[src/rtl/tdr_probe_pkg.sv]
package tdr_probe_pkg;
    localparam int SMP_W  = 8;
    localparam int TIME_W = 8;
    localparam int PW_W   = 3;

    localparam logic signed [SMP_W-1:0] SMP_MAX = (SMP_W)'((1 << (SMP_W-1)) - 1);
    localparam logic signed [SMP_W-1:0] SMP_MIN = ~SMP_MAX;

    typedef logic signed [SMP_W-1:0] smp_t;
    typedef logic [TIME_W-1:0]       tick_t;
    typedef logic [PW_W-1:0]         pw_t;

    typedef struct packed {
        pw_t   width;
        logic  send_rx;
        logic  mon_rx;
        logic  min_mode;
        logic  fast;
        tick_t win_lo;
        tick_t win_hi;
        smp_t  thr;
    } run_cfg_t;

    // true when a is strictly more extreme than b in the selected direction
    function automatic logic beats(input logic use_min, input smp_t a, input smp_t b);
        return use_min ? (a < b) : (a > b);
    endfunction

    function automatic smp_t peak_seed(input logic use_min);
        return use_min ? SMP_MAX : SMP_MIN;
    endfunction
endpackage

[src/rtl/tdr_seq.sv]
module tdr_seq
    import tdr_probe_pkg::*;
(
    input  logic     clk,
    input  logic     rst,
    input  logic     enable,
    input  logic     start,
    input  run_cfg_t cfg_in,
    output run_cfg_t cfg_q,
    output tick_t    tick,
    output logic     busy,
    output logic     done,
    output logic     accept,
    output logic     qualify,
    output logic     last,
    output logic     drive_tx,
    output logic     drive_rx,
    output logic     drive_neg
);
    logic  pol_q;
    logic  run_neg_q;
    logic  pulse_on;
    logic  at_stop;

    assign accept  = enable && start && !busy;
    assign at_stop = (tick == cfg_q.win_hi);

    always_ff @(posedge clk) begin
        if (rst) begin
            busy      <= 1'b0;
            done      <= 1'b0;
            tick      <= '0;
            cfg_q     <= '0;
            pol_q     <= 1'b0;
            run_neg_q <= 1'b0;
        end else if (busy && !enable) begin
            busy <= 1'b0;
        end else if (accept) begin
            busy      <= 1'b1;
            done      <= 1'b0;
            tick      <= '0;
            cfg_q     <= cfg_in;
            run_neg_q <= cfg_in.fast & pol_q;
            if (cfg_in.fast && (cfg_in.width != '0))
                pol_q <= ~pol_q;
        end else if (busy) begin
            if (at_stop) begin
                busy <= 1'b0;
                done <= 1'b1;
            end else begin
                tick <= tick + 1'b1;
            end
        end
    end

    assign pulse_on  = busy && (tick < tick_t'(cfg_q.width));
    assign drive_tx  = pulse_on && !cfg_q.send_rx;
    assign drive_rx  = pulse_on &&  cfg_q.send_rx;
    assign drive_neg = pulse_on && run_neg_q;

    assign qualify = busy && enable && (tick >= cfg_q.win_lo) && (tick <= cfg_q.win_hi);
    assign last    = busy && enable && at_stop;
endmodule

[src/rtl/tdr_capture.sv]
module tdr_capture
    import tdr_probe_pkg::*;
(
    input  logic  clk,
    input  logic  rst,
    input  logic  clear,
    input  logic  clear_min,
    input  logic  use_min,
    input  smp_t  thr,
    input  logic  qualify,
    input  logic  last,
    input  smp_t  smp,
    input  tick_t tick,
    output smp_t  peak_val,
    output tick_t peak_time,
    output tick_t thr_time,
    output logic  no_cross
);
    logic found_q;
    logic cross_now;

    assign cross_now = qualify && !found_q && beats(use_min, smp, thr);

    always_ff @(posedge clk) begin
        if (rst) begin
            peak_val  <= '0;
            peak_time <= '0;
            thr_time  <= '0;
            found_q   <= 1'b0;
            no_cross  <= 1'b0;
        end else if (clear) begin
            peak_val  <= peak_seed(clear_min);
            peak_time <= '0;
            thr_time  <= '0;
            found_q   <= 1'b0;
            no_cross  <= 1'b0;
        end else begin
            if (qualify && beats(use_min, smp, peak_val)) begin
                peak_val  <= smp;
                peak_time <= tick;
            end
            if (cross_now) begin
                found_q  <= 1'b1;
                thr_time <= tick;
            end
            if (last)
                no_cross <= !(found_q || cross_now);
        end
    end
endmodule

[src/rtl/tdr_probe.sv]
module tdr_probe
    import tdr_probe_pkg::*;
(
    input  logic        clk,
    input  logic        rst,
    input  logic        enable,
    input  logic        start,
    input  logic        fast_mode,
    input  logic [2:0]  pulse_width,
    input  logic        send_rx,
    input  logic        mon_rx,
    input  logic        min_mode,
    input  logic [7:0]  win_start,
    input  logic [7:0]  win_stop,
    input  logic [7:0]  threshold,
    input  logic [7:0]  sample_tx,
    input  logic [7:0]  sample_rx,
    output logic        drive_tx,
    output logic        drive_rx,
    output logic        drive_neg,
    output logic        busy,
    output logic        done,
    output logic [7:0]  peak_val,
    output logic [7:0]  peak_time,
    output logic [7:0]  thr_time,
    output logic        no_cross
);
    run_cfg_t cfg_in, cfg_q;
    tick_t    tick;
    logic     accept, qualify, last;
    smp_t     smp_sel;
    smp_t     peak_s;

    always_comb begin
        cfg_in.width    = pulse_width;
        cfg_in.send_rx  = send_rx;
        cfg_in.mon_rx   = mon_rx;
        cfg_in.min_mode = min_mode;
        cfg_in.fast     = fast_mode;
        cfg_in.win_lo   = win_start;
        cfg_in.win_hi   = win_stop;
        cfg_in.thr      = smp_t'(threshold);
    end

    assign smp_sel = cfg_q.mon_rx ? smp_t'(sample_rx) : smp_t'(sample_tx);

    tdr_seq u_seq (
        .clk       (clk),
        .rst       (rst),
        .enable    (enable),
        .start     (start),
        .cfg_in    (cfg_in),
        .cfg_q     (cfg_q),
        .tick      (tick),
        .busy      (busy),
        .done      (done),
        .accept    (accept),
        .qualify   (qualify),
        .last      (last),
        .drive_tx  (drive_tx),
        .drive_rx  (drive_rx),
        .drive_neg (drive_neg)
    );

    tdr_capture u_cap (
        .clk       (clk),
        .rst       (rst),
        .clear     (accept),
        .clear_min (min_mode),
        .use_min   (cfg_q.min_mode),
        .thr       (cfg_q.thr),
        .qualify   (qualify),
        .last      (last),
        .smp       (smp_sel),
        .tick      (tick),
        .peak_val  (peak_s),
        .peak_time (peak_time),
        .thr_time  (thr_time),
        .no_cross  (no_cross)
    );

    assign peak_val = peak_s;
endmodule

[config.mk]
export PLATFORM = sky130hd
export DESIGN_NAME = tdr_probe
export DESIGN_NICKNAME = d
export VERILOG_FILES = /design/src/rtl/tdr_probe_pkg.sv /design/src/rtl/tdr_seq.sv /design/src/rtl/tdr_capture.sv /design/src/rtl/tdr_probe.sv
export SDC_FILE = /design/constraint.sdc
export NUM_CORES = 1
export LEC_CHECK = 0
export ABC_AREA = 1
export BUFFER_PORTS_ARGS = -buffer_cell sky130_fd_sc_hd__clkbuf_2
export CAP_MARGIN = 20
export CORE_UTILIZATION = 54
export CTS_CLUSTER_DIAMETER = 60
export DETAILED_ROUTE_END_ITERATION = 6
export PLACE_DENSITY = 0.8
export SLEW_MARGIN = 10
export SYNTH_ARGS = -nofsm -noshare
export SYNTH_HDL_FRONTEND = slang
export SYNTH_SLANG_ARGS = --single-unit
[constraint.sdc]
create_clock -name clk -period 2.5 [get_ports clk]
set_input_delay 0.125 -clock clk [delete_from_list [all_inputs] [get_ports clk]]
set_output_delay 0.125 -clock clk [all_outputs]
set_load 0.01 [all_outputs]
==> flow_results.org, run 1 <==
** Cells and area
- Fill cells in the final layout number 581.
- Layout cells sized above 1 :: 0.212
- Most used cells in the layout excluding fill and tap cells :: 95 x sky130_fd_sc_hd__nand2_1, 80 x sky130_fd_sc_hd__clkbuf_2, 67 x sky130_fd_sc_hd__dfxtp_1, 60 x sky130_fd_sc_hd__a21oi_1, 58 x sky130_fd_sc_hd__inv_1
- Compared with the post-synthesis result, the final layout area differs by 20.8%.
- In the final design database the tool counted about 670 nets.
- Most common library cell in the layout ignoring fill and taps :: sky130_fd_sc_hd__nand2_1
- Once layout is complete, the cells apart from fillers number ~660.
- 0 antenna diodes ended up in the layout.

** Placed design
- Weighted congestion at the end of routability-driven global placement :: just over 0.9
- Input/output buffers :: 80
- Once detailed placement completed, the half-perimeter wirelength came to between 6 and 7 mm.
- Counting tap cells, the placed design contains a total of 642 instances.

** Yosys
- The portion of synthesized area spent on multiplexers is 0.00282.
- Share of the synthesized area in the top cell type :: 0.384
- Sequential element share of the synthesized area :: 0.384
- Synth warn :: 0
- Of the total synthesized cell area, the portion taken by full adders, half adders and majority gates is 0.124.
- Combined area of all synthesized cells :: about 0.0035 mm^2
- Of the total synthesized cell area, the portion taken by AND, OR, NAND and NOR gates is 0.234.
- Area share of xor/xnor cells in the synthesized design :: 0
- Net count after synthesis :: approximately 570
- Fraction of the mapped netlist area in compound gates :: 0.174
- Mean post-synth cell area :: slightly above 7 um^2
- Leading post-synthesis cells by cell area :: sky130_fd_sc_hd__dfxtp_1 38%, sky130_fd_sc_hd__ha_1 12%, sky130_fd_sc_hd__nand2_1 10%, sky130_fd_sc_hd__a21oi_1 8.5%, sky130_fd_sc_hd__o21ai_0 6.6%
- The synthesized design contains ~70 register bits.
- Netlist cell types :: 27
- Area leader, netlist :: sky130_fd_sc_hd__dfxtp_1
- Main combinational cell family by area after synthesis :: simple AND/OR/NAND/NOR gates
- The cell count after synthesis came out at slightly below 500.

** Power
- Portion of total power attributed to the clock network :: 0.316
- Portion of total power attributed to sequential cells :: 0.476
- In this run the power density over the cells is ~570 mW/mm^2.
- Sw Ratio :: 0.313
- Share of total power in combinational logic :: 0.208
- Leakage power summed over all cells :: just over 2 nW
- The design draws about 2.5 mW.
- Cell internal power was estimated by the tool at around 1.7 mW.
- IR analysis of the VDD net gives a maximum drop of around 500 uV.
- Summed over all nets, the switching power comes to around 0.77 mW.

** Critical path
- The worst register-to-register path has a depth of 16.
- Biggest fanout along the worst timing path :: 17
- Type of element launching the critical path :: flop
- Startpoint of the most critical register-to-register path :: u_seq.cfg_q[26]
- Startpoint of the worst setup timing path :: u_seq.cfg_q[26]
- Data arrives at the worst endpoint at 2.54 ns.
- Data required, critical path :: approximately 2.7 ns
- In this run the register-to-register setup slack is between 0.15 and 0.2 ns.
- Crit Path Category :: reg2reg
- Endpoint of the worst register-to-register path :: u_cap.peak_val[2]
- The worst setup path is captured at a flop.

** Global route
- Antenna violations before repair :: 0
- Entering global routing, the biggest net connects 40 pins.
- Number of global-route vias before repair :: between 3000 and 4000
- The first global-routing pass estimated roughly 15 mm of wire.
- Total gr overflow :: 0
- Global router's overall resource usage :: 0.263

** Clock network
- The later pin in the worst-skew pair is clocked with a latency of 0.36 ns.
- TritonCTS buffer count :: 9
- The tree built by TritonCTS fans out to 68 sinks.
- The clock passes through at most 2 buffers.
- The H-tree generated during clock tree synthesis spans 3 levels.
- Clock-pin transition on the worst setup and hold timing paths :: about 0.080 ns
- Clock tree root driver cell :: sky130_fd_sc_hd__clkbuf_8
- Clock tree from TritonCTS :: yes

** Floorplanning
- Core Region :: between 0.006 and 0.007 mm^2
- Top-level port count :: 81
- The die is slightly above 80 um wide.
- Starting Density :: 0.558
- Row count :: 29
- Die Span Y :: a little over 80 um
- Die area :: between 0.006 and 0.007 mm^2

** Run
- Total of max-cap violations :: 0

** Route
- For this block, the initial DRC count from the detailed router was between 150 and 200.
- Final routed DRC violation total :: 0
- In the routed layout, each cell is associated on average with a via count of 5.40.
- The routed layout has 3572 vias.
- In the final routed layout, each cell accounts on average for 13.0 um.
- The detail route stage leaves a number of antenna-violating nets equal to 0.
- Final wirelength :: approximately 8.6 mm
- Number of search-and-repair iterations in the first detailed-routing pass :: 5

** STA
- Subtracting the final worst setup slack from the clock period gives 2.30 ns.
- Maximum clock frequency :: between 400 and 500 MHz
- Final hold analysis gives a worst-case slack of between 0.01 and 0.015 ns.
- The final number of max-transition violations came to 0.
- The count of final hold-check violations is 0.
- Setup violations remaining at the end of the flow were counted as 0.
- At the pin with the least slew margin, the transition time is ~0.8 ns.
- Post-route clock skew :: approximately 0.012 ns
- Measured against its own limit, the worst slew margin works out to 0.477.
- In the finished design, the share of the clock period the worst path needs comes to 0.921.

** Min path
- Hold Crit Start :: threshold[0]
- The worst hold path terminates at u_seq.cfg_q[0].
- Number of cells on the worst hold path :: 3
- Type of the most critical hold path :: in2reg

** Status
- Result of the run :: finished clean
[worst max-delay path, stage by stage, from the launching register on]
cell	delay, ns
sky130_fd_sc_hd__dfxtp_2	0.39
sky130_fd_sc_hd__mux2i_1	0.38
sky130_fd_sc_hd__ha_1	0.22
sky130_fd_sc_hd__inv_1	0.04
sky130_fd_sc_hd__nand2_1	0.05
sky130_fd_sc_hd__nand2_1	0.05
sky130_fd_sc_hd__nand2_1	0.05
sky130_fd_sc_hd__nand2_1	0.05
sky130_fd_sc_hd__nand2_1	0.09
sky130_fd_sc_hd__nand2_1	0.06
sky130_fd_sc_hd__nand2_1	0.09
sky130_fd_sc_hd__nand3_1	0.08
sky130_fd_sc_hd__nand2_1	0.11
sky130_fd_sc_hd__nand3_4	0.18
sky130_fd_sc_hd__buf_4	0.19
sky130_fd_sc_hd__nand3_1	0.07
sky130_fd_sc_hd__a21oi_1	0.08
[how the worst max path moves through the flow]
| stage | slack, ns | end | cells past startpoint |
|---|---|---|---|
| 6_report | 0.20 | u_cap.peak_val[2] | 16 |
| 5_1_grt | -0.01 | u_cap.peak_val[2] | 15 |
| 4_1_cts | 0.03 | u_cap.peak_time[5] | 15 |
| 3_5_place_dp | -0.007 | u_cap.peak_val[0] | 15 |
| 3_3_place_gp | 0.17 | u_cap.peak_val[6] | 14 |
| 2_1_floorplan | 0.20 | u_cap.peak_time[0] | 15 |
[repair_timing]
action,4_1_cts,5_1_grt
endpoints found under the hold margin,2,0
setup endpoints to repair,5,21
gates cloned,0,0
hold buffers,2,0
gates resized for setup,1,6
buffers inserted,0,2
[cells in the mapped netlist, drive strengths merged]
cell,number
nor4,1
o21bai,2
buf,2
clkbuf,13
nand3,21
o21a,2
o21ai,47
nor2,52
o22ai,2
inv,62
a21o,1
nand4,12
o31ai,2
a21oi,61
o211ai,1
nor3,7
ha,35
mux2i,1
dfxtp,68
nand2,96
[power by group through the flow]
stage | combinational, mW | sequential (mW) | clock, mW
floorplan | 0.335 | 1.19 | 0
global placement | 0.475 | 1.19 | 0
detailed placement | 0.495 | 1.19 | 0
CTS | 0.501 | 1.17 | 0.780
global route | 0.587 | 1.17 | 0.832
finish | 0.511 | 1.17 | 0.774
[per-stage QoR]
step	worst slack, ns	cell area (um^2)	utilization	setup TNS [ns]
2_1_floorplan	0.201	3550	-	0
3_3_place_gp	0.165	4070	0.642	0
3_5_place_dp	-0.00654	4070	0.642	-0.00802
4_1_cts	0.0296	4250	0.670	0
5_1_grt	-0.0103	4280	0.674	-0.0117
6_report	0.197	4280	0.674	0
[layer usage]
layer,share of wire,global-route usage
met5,0,0
met4,0.013,0.105
met3,0.069,0.0586
met2,0.49,0.440
met1,0.43,0.329
[kinds of logic after synthesis]
kind of cell    count (synthesis)
simple gates                  189
fa+ha+maj                      35
mux                             1
buf+inv                        77
flops                          68
compound gates                118
[state kept, by name (all words and copies together) (netlist names), 8 cells and up]
signal / flops
u_cap.peak_time: 8
u_cap.peak_val: 8
u_cap.thr_time: 8
u_seq.cfg_q: 30
u_seq.tick: 8
[layout make-up]
cell class                 count  area (um^2)  share of cell area
timing repair buffer          96          526               0.123
multi-input combinational    343         1910               0.446
sequential                    68         1360               0.318
inverter                      62          233              0.0543
tap                           77         96.3              0.0225
clock buffer                  10          128              0.0298
clock inverter                 5         30.0             0.00701
(Power assumes the default switching activity.)
==> run 2, diff against run 1 <==
CORE_UTILIZATION = 58   (was 54)
CTS_BUF_LIST = sky130_fd_sc_hd__clkbuf_16   (was unset)
CTS_CLUSTER_DIAMETER = 50   (was 60)
PLACE_DENSITY = 0.85   (was 0.8)
clock period = 2.86 ns   (was 2.5 ns; I/O delays follow)
==> run 2 against run 1 <==
Net effect:
- clock-buffer cell count is 1 lower
- worst setup slack improved by 0.10 ns
- die area decreased by 6.7%
- final cell count shrank 2.3%
- global-route usage is 2.8 points higher
- sequential power fell by 13%
- register-to-register slack improved by 0.10 ns
- critical path depth shrank 2
- routed wire length is 1.4% higher
- highest routed layer unchanged
- utilization grew 5.5 points
==> flow_results.org, run 2 (synthesis gave the netlist of run 1 again) <==
** Status
- The run finished with clean final reports.

** Power
- The final total power is 2.61 mW (+6.3%).
- Share of total power in combinational logic :: 0.165 (-0.043)
- Power per standard cell area :: 604 mW/mm^2 (+5.5%)
- The fraction of power spent switching nets came to 0.293 (-0.0202).
- Portion of total power attributed to sequential cells :: 0.392 (-0.084)
- The cell leakage power was 2.04 nW (about the same).
- The part of the power in the clock network came to 0.443 (+0.127).
- The largest vdd supply drop is 428 uV (-15%).
- The internal power consumption came to 1.84 mW (+9.5%).
- Net Sw Power :: 0.763 mW (-0.53%)

** STA
- The clock skew was 0.00499 ns (-0.00699 ns).
- Final Slew Violations :: 0 (unchanged)
- The aggregate negative setup slack is 0 ns (unchanged).
- Endpoints failing hold :: 0 (unchanged)
- The maximum operating frequency came to 391 MHz (-10%).
- Worst Max-Slew Pin Slew :: 0.859 ns (+0.0763 ns)
- The final setup violation count came to 0 (unchanged).
- The relative slew slack came to 0.425 (-0.0524).
- Setup repair after global routing missed its margin :: false
- The final cycle utilization of the critical path was 0.894 (-0.0267).
- The post-layout minimum cycle time was 2.56 ns (+0.255 ns).
- The final setup slack of the worst path is 0.302 ns (+0.105 ns).

** Cells and area
- The area of the multi-input gates is 0.00191 mm^2 (-0.13%).
- Leaving out fill and tap cells, the most frequent cell in the layout is sky130_fd_sc_hd__nand2_1.
- The register with the most flip-flops in the final layout is u_seq.cfg_q.
- The sequential cell area was 0.00136 mm^2 (about the same).
- The final-layout fill cell count is 484 (-17%).
- Number of flip-flops in the largest register :: 30 (unchanged)
- Nets@finish :: 652 (-2.1%)
- In the layout the commonest cells are 94 x sky130_fd_sc_hd__nand2_1, 80 x sky130_fd_sc_hd__clkbuf_2, 68 x sky130_fd_sc_hd__dfxtp_1, 60 x sky130_fd_sc_hd__a21oi_1, 59 x sky130_fd_sc_hd__inv_1.
- Layout cells sized above 1 :: 0.198 (-0.0144)
- Syn-to-layout area delta :: 21.8%
- Antenna cell count :: 0 (unchanged)

** Critical path
- R2R setup slack :: 0.30 ns (+0.10 ns)
- The startpoint identified for the worst register-to-register timing path is u_seq.cfg_q[26].
- Logic depth of the worst register-to-register path :: 14 (-2)
- Endpoint of the worst register-to-register path :: u_cap.thr_time[7]
- The worst setup path is launched from a flop.
- Signal arrival time at the worst endpoint :: 2.82 ns (+0.28 ns)
- Slowest stage delay, CP :: 0.47 ns (+0.08 ns)
- Cell with the largest stage delay on the worst path :: sky130_fd_sc_hd__dfxtp_1
- Cells along the critical path :: inv_1 -> nand2_1 -> nand2_1 -> ha_1 -> nand2_1 -> inv_1 -> nor2_1 -> o21a_1 -> nand2_1 -> nand2_1 -> nand3_1 -> nand3_2 -> nand2_1 -> a21oi_1
- STA classifies the critical path endpoint as a flop.
- The setup path with the least slack is of type reg2reg.
- Cell mode on critical path :: sky130_fd_sc_hd__nand2_1
- Data required, critical path :: 3.12 ns (+0.38 ns)
- Biggest fanout along the worst timing path :: 10 (-7)

** Clock network
- Maximum clock path buffer count :: 2 (unchanged)
- Clock-pin transition on the worst setup and hold timing paths :: 0.06 ns (-0.02 ns)
- The deepest level of the CTS H-tree was 3 (unchanged).
- Clock tree from TritonCTS :: yes
- The number of buffers inserted during clock tree synthesis was 9 (unchanged).
- Clock latency on the worst-skew pair :: 0.34 ns (-0.02 ns)
- The clock sink count came to 68 (unchanged).
- The tree is rooted in a sky130_fd_sc_hd__clkbuf_16.

** Route
- Final routed DRC violation total :: 0 (unchanged)
- Number of DRC violations after detailed-routing iteration 0 :: 246 (+36%)
- Total vias in the final route :: 3474 (-2.7%)
- The post-detailed-routing wire length came to 8.75 mm (+1.4%).
- The detailed-route wire length per cell is 13.5 um (+3.8%).
- The vias per cell is 5.38 (-0.49%).
- The remaining number of nets flagged by the antenna check after routing was 0 (unchanged).
- The iteration count of the initial detailed-routing pass was 5 (unchanged).

** Run
- Total of max-cap violations :: 0 (unchanged)

** Min path
- Type of the most critical hold path :: in2reg
- For hold timing, the worst endpoint is u_seq.cfg_q[16].
- The number of cells on the worst hold path was 3 (unchanged).
- Hold Crit Start :: win_start[0]

** Global route
- Global router's overall resource usage :: 0.292 (+0.0285)
- The number of antenna violations at the first check in global routing was 0 (unchanged).
- The via count of the first global-routing pass is 3194 (-3.0%).
- Total gr overflow :: 0 (unchanged)
- The wire length of the first global-routing pass came to 14.4 mm (-1.3%).
- Maximum number of pins on one net before global-route repair :: 44 (+10%)

** Floorplanning
- Core Region :: 0.00592 mm^2 (-6.8%)
- Top-level port count :: 81 (unchanged)
- Row count :: 28 (-3.4%)
- The initial cell density of the core was 0.599 (+0.0405).
- The height of the die came to 80.2 um (-3.4%).
- The die width was 80.2 um (-3.4%).
- Die area :: 0.00643 mm^2 (-6.7%)

** Placed design
- Total half-perimeter wirelength after legalization and detailed placement :: 6.19 mm (-3.8%)
- The worst setup slack before clock tree synthesis is 0.181 ns (+0.187 ns).
- Input/output buffers :: 80 (unchanged)
- Weighted congestion at the end of routability-driven global placement :: 0.910 (-0.74%)
-- run 2: changes by cell type in the layout (fill, tap and decap cells not counted), sizes merged --
cell / previous run / this run
clkinv: 3 / 2
dlygate4sd3: 2 / 0
inv: 62 / 65
clkinvlp: 2 / 1
bufinv: 0 / 1
buf: 14 / 2
clkbuf: 90 / 89
-- run 2: critical path, delay by kind of cell (launching register included) --
kind | cells | cell delay, ns
adders and majority gates | 1 | 0.33
AOI/OAI and AO/OA | 2 | 0.28
buffers and inverters | 2 | 0.24
DFF | 1 | 0.47
and+or+nand+nor | 9 | 1.17
-- run 2: worst max-delay path by stage --
stage                     from                  to  slack [ns]  cells after the start
2_1_floorplan  u_seq.cfg_q[26]  u_cap.peak_time[0]        0.56                     15
3_3_place_gp   u_seq.cfg_q[26]   u_cap.peak_val[3]        0.27                     15
3_5_place_dp   u_seq.cfg_q[26]   u_cap.peak_val[2]        0.18                     15
4_1_cts        u_seq.cfg_q[26]   u_cap.peak_val[2]        0.14                     15
5_1_grt        u_seq.cfg_q[26]   u_cap.thr_time[4]        0.03                     14
6_report       u_seq.cfg_q[26]   u_cap.thr_time[7]        0.30                     14
-- run 2: layout make-up --
class | count | share of cell area
inverters | 62 | 0.0539
clock inverters | 7 | 0.0194
repair buffers | 82 | 0.0962
flip-flops and latches | 68 | 0.315
well taps | 75 | 0.0217
clock buffers | 9 | 0.0522
multi-input cells | 343 | 0.441
-- run 2: per-stage QoR --
step	instance area, um^2	util	cells	hold slack, ns
detailed placement	4000	0.675	630	0.381
global placement	4000	0.675	630	0.368
global route	4320	0.729	646	0.0569
floorplan	3550	-	488	0.237
finish	4320	0.729	646	0.0342
CTS	4310	0.727	646	0.0356
-- run 2: power by group through the flow --
stage,Clock (mW),Combinational [mW],Sequential (mW)
after floorplan,0,0.292,1.04
after global placement,0,0.398,1.04
after detailed placement,0,0.413,1.04
after CTS,1.16,0.420,1.02
after global routing,1.20,0.494,1.03
final,1.15,0.431,1.02
-- run 2: layer usage --
metal | GRT usage | wire [um] | up-vias
met1 | 0.363 | 3850 | 1554
met5 | 0 | 0 | -
met4 | 0.146 | 205 | 0
met2 | 0.486 | 4180 | 125
met3 | 0.0455 | 512 | 18
li1 | - | - | 1777
-- run 2: what timing repair did --
| action | CTS | global route |
|---|---|---|
| gates resized for setup | 0 | 4 |
| buffers inserted | 0 | 0 |
| hold buffers | 0 | 0 |
| setup endpoints to repair | 0 | 25 |
==> run 3, diff against run 2 <==
CORE_UTILIZATION = 59   (was 58)
SYNTH_HIERARCHICAL = 1   (was unset)
==> run 3 against run 2 <==
Net effect:
- synthesized area is 7.1% higher
- non-clock buffer count is 1 lower
- final cell count is 7.9% higher
- highest routed layer unchanged
- utilization is 0.91 points higher
- clock skew is 0.0014 ns lower
- critical path depth is 2 lower
- sequential power hardly changed
- worst setup slack worse by 0.026 ns
- register-to-register slack worse by 0.03 ns
- clock-buffer cell count stayed put
- synthesized cell count is 11% higher
- cell area is 3.7% higher
==> flow_results.org, run 3 <==
** Global route
- Antenna violations before repair :: 0 (unchanged)
- First-pass GRT wire length :: 14.9 mm (+3.6%)
- The largest net degree at the start of global routing was 50 (+14%).
- Global router's overall resource usage :: 0.290 (-0.00190)
- Total gr overflow :: 0 (unchanged)
- Number of global-route vias before repair :: 3479 (+8.9%)

** Critical path
- The delay of the slowest cell on the worst path came to 0.49 ns (+0.02 ns).
- The maximum fanout along the worst path came to 10 (unchanged).
- Crit path max-delay family :: simple AND/OR/NAND/NOR gates
- Cell depth of the worst setup path :: 12 (-2)
- The slowest stage of the critical path is the sky130_fd_sc_hd__nor2_1 cell.
- STA classifies the critical path endpoint as a flop.
- Cell mode on critical path :: sky130_fd_sc_hd__nor2_1
- Data required, critical path :: 3.07 ns (-0.05 ns)
- Walking the worst path, the cells encountered are inv_1 -> ha_1 -> nand2_1 -> nor2_1 -> and2_1 -> a21oi_1 -> nor2_1 -> inv_1 -> nor2_1 -> nand2_4 -> nand2_1 -> a21oi_1.
- STA classifies the critical path startpoint as a flop.
- Crit Path Category :: reg2reg
- Logic depth of the worst register-to-register path :: 12 (-2)
- The arrival time of data at the critical path endpoint was 2.79 ns (-0.03 ns).
- The sum of buffers and inverters on the critical path came to 2 (unchanged).

** STA
- Relative slew slack :: 0.316 (-0.109)
- The post-layout minimum cycle time came to 2.58 ns (+0.0259 ns).
- Period utilisation layout :: 0.903 (+0.00905)
- Maximum clock frequency :: 387 MHz (-1.0%)
- Min setup slack post-route :: 0.276 ns (-0.0259 ns)
- The final number of max-transition violations is 0 (unchanged).
- Worst Max-Slew Pin Slew :: 1.02 ns (+0.165 ns)
- The clock skew was 0.00363 ns (-0.00136 ns).
- Post-route setup TNS :: 0 ns (unchanged)
- Setup repair after global routing missed its margin :: false
- The final setup violation count is 0 (unchanged).
- The count of final hold-check violations is 0 (unchanged).

** Route
- The iteration count of the initial detailed-routing pass was 5 (unchanged).
- Final wirelength :: 8.94 mm (+2.2%)
- Post-detailed-route via-to-cell ratio :: 5.41 (+0.69%)
- Final routed DRC violation total :: 0 (unchanged)
- The total via count in the routed design was 3774 (+8.6%).
- Wire per inst :: 12.8 um (-5.3%)
- Antenna Nets Post-Route :: 0 (unchanged)
- The number of DRC markers in iteration 0 was 240 (-2.4%).

** Power
- VDD IR max :: 447 uV (+4.3%)
- The final total power came to 2.48 mW (-5.0%).
- Power per standard cell area :: 553 mW/mm^2 (-8.4%)
- The cell leakage power was 2.20 nW (+7.8%).

** Placed design
- The total cell area at the placement stage came to 0.00419 mm^2 (+4.9%).
- Worst setup slack before clock tree synthesis :: 0.414 ns (+0.233 ns)
- Weighted congestion at the end of routability-driven global placement :: 0.906 (-0.42%)
- The cell total after placement came to 681 (+8.1%).
- The quantity of I/O buffers inserted on ports came to 80 (unchanged).
- The half-perimeter wire length after detailed placement came to 6.18 mm (-0.23%).

** Cells and area
- Fin area :: 0.00448 mm^2 (+3.7%)
- Most common library cell in the layout ignoring fill and taps :: sky130_fd_sc_hd__nand2_1
- Layout cells sized above 1 :: 0.190 (-0.00819)
- The sequential cell area is 0.00136 mm^2 (unchanged).
- Layout fillers :: 477 (-1.4%)
- The flip-flop count of the largest register, all copies and words added was 30 (unchanged).
- Register ranked first by flip-flop count :: u_seq/cfg_q
- The area of the multi-input gates was 0.00205 mm^2 (+7.7%).
- The count of inserted antenna diode cells was 0 (unchanged).
- Nets@finish :: 703 (+7.8%)
- The final instance count without filler cells was 697 (+7.9%).
- Relative to the synthesized area, the layout overhead comes to 17.9%.
- Most used cells in the layout excluding fill and tap cells :: 121 x sky130_fd_sc_hd__nand2_1, 80 x sky130_fd_sc_hd__clkbuf_2, 68 x sky130_fd_sc_hd__inv_1, 68 x sky130_fd_sc_hd__dfxtp_1, 64 x sky130_fd_sc_hd__nor2_1

** Floorplanning
- Top-level port count :: 81 (unchanged)
- Starting Density :: 0.626 (+0.0274)
- The site row count is 28 (unchanged).
- The die footprint was 0.00676 mm^2 (+5.1%).
- The total core area was 0.00606 mm^2 (+2.4%).
- The height of the die is 82.2 um (+2.5%).
- Die extent in x :: 82.2 um (+2.5%)

** Min path
- The min-delay analysis places its worst path in the category in2reg.
- The number of cells on the worst hold path is 3 (unchanged).

** Clock network
- TritonCTS buffer count :: 9 (unchanged)
- The deepest level of the CTS H-tree was 3 (unchanged).
- The clock sink count came to 68 (unchanged).
- CTS placed an instance of sky130_fd_sc_hd__clkbuf_16 at the clock tree root.
- Post_cts resized :: 0 (unchanged)
- The clock insertion delay at the later pin of the skew report is 0.32 ns (-0.02 ns).
- The buffers inserted during post-CTS setup optimization was 0 (unchanged).
- TritonCTS built the clock tree.
- Maximum clock path buffer count :: 2 (unchanged)
- The register clock-pin slew on the reported worst setup and hold paths came to 0.05 ns (about the same).
- Count of hold buffers inserted by post-cts repair :: 0 (unchanged)

** Yosys
- The post-synthesis instance area is 0.00380 mm^2 (+7.1%).
- The synthesized net count was 626 (+9.1%).
- The number of instances in the synthesized netlist came to 540 (+11%).
- Mean post-synth cell area :: 7.03 um^2 (-3.3%)
- Synth warn :: 6 (+6)

** Status
- Result of the run :: finished clean

** Run
- The max-cap check violation count came to 0 (unchanged).
run 3: worst paths after layout:
kind                startpoint           endpoint  slack (ns)
min               threshold[4]     u_seq/cfg_q[4]        0.04
max reg2reg      u_seq/tick[0]     u_cap/no_cross        0.28
max              u_seq/tick[0]     u_cap/no_cross        0.28
min reg2reg  u_cap/thr_time[7]  u_cap/thr_time[7]        0.47
run 3: cell type report:
class,count,share of cell area
inverters,74,0.0621
clock inverters,7,0.0129
clock buffers,9,0.0503
multi-input cells,383,0.458
well taps,75,0.0210
repair buffers,81,0.0911
flip-flops and latches,68,0.304
run 3: tightest hold or removal path: stages:
cell and delay, ns:
sky130_fd_sc_hd__clkbuf_2 0.08, sky130_fd_sc_hd__nor2_1 0.03, sky130_fd_sc_hd__nor2_1 0.08
run 3: report_power, final:
| group | switching, mW | internal [mW] | leakage [nW] |
|---|---|---|---|
| Sequential | 0.0285 | 0.991 | 0.555 |
| Clock | 0.381 | 0.660 | 0.135 |
| Combinational | 0.262 | 0.153 | 1.51 |
run 3: metrics by stage:
step | hold WS [ns] | util
after global routing | 0.0511 | 0.738
after floorplan | 0.212 | -
after global placement | 0.366 | 0.692
after detailed placement | 0.371 | 0.692
after CTS | 0.0391 | 0.738
final | 0.0407 | 0.738
run 3: metal layers:
metal	track usage	share of wire
met1	0.360	0.43
met2	0.492	0.49
met3	0.0560	0.061
met4	0.114	0.017
met5	0	0
